[src/rtl/pal_pkg.sv]
package pal_pkg;
  localparam int DED_PINS   = 10;
  localparam int FB_PINS    = 6;
  localparam int OUT_PINS   = 8;
  localparam int OR_TERMS   = 7;

  // base index of the fuse slice of term t of output o
  function automatic int term_base(int o, int t, int terms_per_out, int term_bits);
    return (o * terms_per_out + t) * term_bits;
  endfunction
endpackage

[src/rtl/pal_fuse_chain.sv]
module pal_fuse_chain #(
  parameter int N_FUSE = 2048
) (
  input  logic              clk,
  input  logic              rst,
  input  logic              prog_mode,
  input  logic              cfg_shift,
  input  logic              cfg_bit,
  output logic [N_FUSE-1:0] fuses
);
  logic shift_now;
  assign shift_now = prog_mode && cfg_shift;

  always_ff @(posedge clk) begin
    if (rst)            fuses <= '1;
    else if (shift_now) fuses <= {fuses[N_FUSE-2:0], cfg_bit};
  end

  // serial bit lands at index 0 on each shift
  assert_shift_in_R2: assert property (@(posedge clk) disable iff (rst)
    shift_now |=> fuses[0] == $past(cfg_bit));

  // contents held when not shifting
  assert_hold_R3: assert property (@(posedge clk) disable iff (rst)
    !shift_now |=> $stable(fuses));
endmodule

[src/rtl/pal_product_term.sv]
module pal_product_term #(
  parameter int N_SIG = 16
) (
  input  logic               clk,
  input  logic               rst,
  input  logic [2*N_SIG-1:0] fuse,
  input  logic [N_SIG-1:0]   sig,
  output logic               term
);
  localparam int LINES = 2 * N_SIG;
  logic [LINES-1:0] line;

  always_comb begin
    for (int s = 0; s < N_SIG; s++) begin
      line[2*s]   = sig[s];
      line[2*s+1] = ~sig[s];
    end
  end

  // a blown fuse lets its line float high into the AND
  assign term = &(line | ~fuse);

  assert_dead_term_R5: assert property (@(posedge clk) disable iff (rst)
    (&fuse) |-> !term);

  assert_open_term_R5: assert property (@(posedge clk) disable iff (rst)
    (fuse == '0) |-> term);
endmodule

[src/rtl/pal_output_cell.sv]
module pal_output_cell #(
  parameter int N_TERMS = 8
) (
  input  logic               clk,
  input  logic               rst,
  input  logic               prog_mode,
  input  logic [N_TERMS-1:0] terms,
  output logic               pin_out,
  output logic               pin_oe
);
  logic or_hit;
  assign or_hit  = |terms[N_TERMS-1:1];
  assign pin_out = ~or_hit;
  assign pin_oe  = terms[0] & ~prog_mode;

  assert_low_on_term_R6: assert property (@(posedge clk) disable iff (rst)
    ($countones(terms[N_TERMS-1:1]) != 0) |-> !pin_out);

  assert_prog_hiz_R4: assert property (@(posedge clk) disable iff (rst)
    prog_mode |-> !pin_oe);
endmodule

[src/rtl/fixed_or_pal.sv]
module fixed_or_pal
  import pal_pkg::*;
#(
  parameter int N_DED   = DED_PINS,
  parameter int N_FB    = FB_PINS,
  parameter int N_OUT   = OUT_PINS,
  parameter int N_OR    = OR_TERMS
) (
  input  logic             clk,
  input  logic             rst,
  input  logic             prog_mode,
  input  logic             cfg_shift,
  input  logic             cfg_bit,
  input  logic [N_DED-1:0] ded_in,
  input  logic [N_FB-1:0]  fb_in,
  output logic [N_OUT-1:0] pin_out,
  output logic [N_OUT-1:0] pin_oe
);
  localparam int N_SIG     = N_DED + N_FB;
  localparam int TERM_BITS = 2 * N_SIG;
  localparam int TPO       = N_OR + 1;
  localparam int N_FUSE    = N_OUT * TPO * TERM_BITS;

  logic [N_FUSE-1:0] fuses;
  logic [N_SIG-1:0]  sig_bus;

  assign sig_bus = {fb_in, ded_in};

  pal_fuse_chain #(.N_FUSE(N_FUSE)) u_chain (
    .clk       (clk),
    .rst       (rst),
    .prog_mode (prog_mode),
    .cfg_shift (cfg_shift),
    .cfg_bit   (cfg_bit),
    .fuses     (fuses)
  );

  for (genvar o = 0; o < N_OUT; o++) begin : g_out
    logic [TPO-1:0] tv;
    for (genvar t = 0; t < TPO; t++) begin : g_term
      pal_product_term #(.N_SIG(N_SIG)) u_pt (
        .clk  (clk),
        .rst  (rst),
        .fuse (fuses[term_base(o, t, TPO, TERM_BITS) +: TERM_BITS]),
        .sig  (sig_bus),
        .term (tv[t])
      );
    end
    pal_output_cell #(.N_TERMS(TPO)) u_cell (
      .clk       (clk),
      .rst       (rst),
      .prog_mode (prog_mode),
      .terms     (tv),
      .pin_out   (pin_out[o]),
      .pin_oe    (pin_oe[o])
    );
  end

  // right after reset all drivers are off and all pins read high
  assert_reset_hiz_R1: assert property (@(posedge clk) disable iff (rst)
    $past(rst) |-> (pin_oe == '0 && pin_out == '1));
endmodule

[config.mk]
export PLATFORM = sky130hd
export DESIGN_NAME = fixed_or_pal
export DESIGN_NICKNAME = d
export VERILOG_FILES = /design/src/rtl/pal_pkg.sv /design/src/rtl/pal_fuse_chain.sv /design/src/rtl/pal_product_term.sv /design/src/rtl/pal_output_cell.sv /design/src/rtl/fixed_or_pal.sv
export SDC_FILE = /design/constraint.sdc
export NUM_CORES = 2
export LEC_CHECK = 0
export BUFFER_PORTS_ARGS = -buffer_cell sky130_fd_sc_hd__buf_2
export CAP_MARGIN = 20
export CORE_ASPECT_RATIO = 0.8
export CORE_MARGIN = 2
export CORE_UTILIZATION = 57
export DETAILED_ROUTE_END_ITERATION = 10
export GPL_TIMING_DRIVEN = 0
export PLACE_DENSITY = 0.76
export SYNTH_ARGS = -nofsm -noshare
export SYNTH_HDL_FRONTEND = slang
export SYNTH_SLANG_ARGS = --single-unit
[constraint.sdc]
create_clock -name clk -period 2.4 [get_ports clk]
set_input_delay 0.48 -clock clk [delete_from_list [all_inputs] [get_ports clk]]
set_output_delay 0.48 -clock clk [all_outputs]
set_load 0.1 [all_outputs]
==> metrics.yaml <==
run_status:
  outcome: "complete, but fails checks"
  violations: "negative setup slack"
logic_synthesis:
  synth_edf_count: 0
  synth_top_area_share: 0.4647
  ys_async_sr_fraction: 0
  syn_nets: 10406
  synth_area_per_cell_um2: 8.495
  netlist_top_cells_count: "4121 x nand2_1, 2048 x dfxtp_1, 2048 x nand3b_1"
  synth.area.top_cells: "dfxtp_1 46%, nand2_1 18%, nand3b_1 17%, mux2i_1 12%, clkbuf_1 2.0%"
  synthCells: 10385
  synth-seq-cells: 2048
  yosys.area.top_type: "dfxtp_1"
  mappedNetlistArea_um2: 88220
  ys_seq_area_frac: 0.4647
  synth-main-ff-cell: "dfxtp_1"
  synth_cell_types: 17
  yosys_warnings: 0
  synthMostInstantiatedCell: "nand2_1"
setup_path:
  end_kind: "output pin"
  path_class: "reg -> out"
  worstReg2RegStart: "u_chain.fuses[1087]"
  cp_max_fo: 3
  regToRegSetupSlack_ns: 1.60
  worst-r2r-cell-count: 2
  regToRegEndpoint: "u_chain.fuses[1087]"
  cp.required_ns: 1.92
  startpoint_type: "register"
  worstPathArrival_ns: 2.99
floorplan:
  start_util: 0.5724
  dieArea_um2: 158000
  dieWidth_um: 443.9
  pin_count: 37
  core.rowCount: 129
  die_y_um: 355.9
  core-area_um2: 154100
power_and_ir_drop:
  p_per_area_nw_per_um2: 772.4
  peakVddDrop_mv: 0.7287
  leakagePower_nw: 47.90
  power_mw: 77.96
sta:
  rsz0062_at_grt: "yes"
  worstMarginPinSlew_ns: 1.215
  fin_skew_ns: 0.02995
  fmax_mhz: 288.5
  setup_ws_ns: -1.066
  finalSetupTns_ns: -12.00
  period_share: 1.444
  fin_crit_ns: 3.466
  relSlewSlack: 0.1903
  holdWs_ns: 0.1028
  report.final.setup_viol: 44
  maxSlewViolCount: 0
  hold_viol_final: 0
final_layout:
  area_growth_pct: 14.42
  final_cells: 12896
  reg_top3: "u_chain.fuses (2048)"
  final_area_um2: 100900
  largest_reg_flops: 2048
  final_nets: 10737
  drive_gt1_frac: 0.1057
  nFillCells: 12289
  regArea_um2: 41320
  regMostFlops: "u_chain.fuses"
  multi_input_comb_area_um2: 44210
worst_hold_path:
  min_to: "u_chain.fuses[1817]"
  hold_depth: 2
  worstHoldPathType: "in -> reg"
  hold_start: "rst"
global_route:
  grt_max_degree: 17
  grt_pass1_wl_um: 409200
  grt_pass1_vias: 69698
  grt.total_usage: 0.3332
  grt-ovfl-total: 0
  grt_antenna_before_repair: 7
clocking:
  clock_sinks: 2048
  cts_buffers: 192
  clock_tree.root_cell: "clkbuf_16"
  clockBufferDepth: 3
  cts_max_level: 4
  clk_latency_ns: 0.85
  clk_pin_slew_ns: 0.06
  cts_tree: "built"
route:
  wl_um: 273500
  dr_total_vias: 75814
  first_pass_iters: 7
  final_antenna_net_count: 0
  drc_errors: 0
  avgRoutedWirePerCell_um: 21.21
  first_iter_violations: 8489
  viasPerCell: 5.879
place:
  place_area_um2: 91330
  hpwlAfterDp_um: 181900
  globalplace.congestion: 0.9267
  port_buffers: 18
  dp.cells: 12452
flow_run:
  cap_violations: 0
## per-layer routing
metal	track usage	share of wire	up-vias
met5	0	0.000040	-
met4	0.1525	0.049	2
met3	0.06234	0.098	624
met2	0.5108	0.43	3171
met1	0.4564	0.42	36801
li1	-	-	35216
## repair_timing
item                                    4_1_cts  5_1_grt
endpoints found under the hold margin         1        0
hold buffers                                  1        0
endpoints found under the setup margin      372     1075
cloned                                        1        1
gates resized for setup                     525      160
setup buffers                                97       12
pin swaps                                    68       42
## kinds of logic (layout without fill, tap and decap cells)
| group | Yosys count | after routing | synth area share |
|---|---|---|---|
| buffers and inverters | 811 | 1289 | 0.04572 |
| flip-flops | 2048 | 2048 | 0.4647 |
| multiplexers | 1024 | 1024 | 0.1163 |
| other | 0 | 3 | 0 |
| AND/OR/NAND/NOR | 6502 | 6502 | 0.3733 |
## where the power goes
part / internal [mW] / switching, mW / total (mW)
combinational: 3.78 / 5.52 / 9.30
sequential: 36.3 / 1.72 / 38.0
clock: 17.1 / 13.5 / 30.7
total: 57.2 / 20.8 / 78.0
## how the worst max path moves through the flow
stage / startpoint / end / slack, ns
3_3_place_gp: ded_in[1] / pin_out[5] / -2.70
5_1_grt: u_chain.fuses[1353] / pin_out[5] / -1.0
3_5_place_dp: fb_in[2] / pin_out[0] / -2.00
4_1_cts: u_chain.fuses[1357] / pin_out[5] / -0.98
2_1_floorplan: ded_in[2] / pin_oe[4] / -0.07
6_report: u_chain.fuses[1356] / pin_out[5] / -1.07
## cells in the final DEF, fill, tap and decap left out
cell type	Yosys	final
buf_4	44	110
clkinv_16	0	1
clkbuf_4	0	1
nand4_1	244	244
clkbuf_8	0	42
buf_2	209	188
buf_1	27	27
mux2_2	8	8
nor4_4	0	41
dfxtp_4	0	4
bufbuf_16	0	1
dfxtp_1	2048	1802
buf_8	9	22
mux2i_2	0	34
nand3b_1	2048	2048
buf_6	42	26
inv_6	0	3
buf_12	9	67
buf_16	0	34
nor4_1	76	13
clkbuf_1	471	483
mux2i_1	1016	975
clkinv_2	0	40
nand2_1	4121	4121
dlygate4sd3_1	0	1
inv_8	0	1
clkbuf_2	0	32
bufinv_16	0	6
dfxtp_2	0	242
diode_2	0	3
nor3_2	0	4
nor4_2	0	22
and2_1	1	1
mux2i_4	0	7
clkinvlp_4	0	3
clkbuf_16	0	201
or4_4	0	8
## critical path: stages (launching register included)
cell	delay (ns)
dfxtp_2	0.33
mux2i_2	0.18
nand4_1	0.17
nor4_4	0.86
or4_4	0.32
nor4_4	0.07
buf_12	0.20
## area by class of cell
class / count / share of cell area
Buffer: 805 / 0.05037
Clock inverter: 54 / 0.004661
Antenna cell: 3 / 0.00007437
Multi-Input combinational cell: 7526 / 0.4380
Timing Repair Buffer: 143 / 0.01548
Tap cell: 2030 / 0.02516
Sequential cell: 2048 / 0.4093
Clock buffer: 287 / 0.05698
## metrics by stage
stage / setup WS, ns / utilization
5_1_grt: -0.9998 / 0.6548
3_3_place_gp: -2.703 / 0.5911
3_5_place_dp: -2.002 / 0.5925
2_1_floorplan: -0.07144 / -
6_report: -1.066 / 0.6549
4_1_cts: -0.9812 / 0.6522
Note: power is estimated with default switching activity, not from simulation.
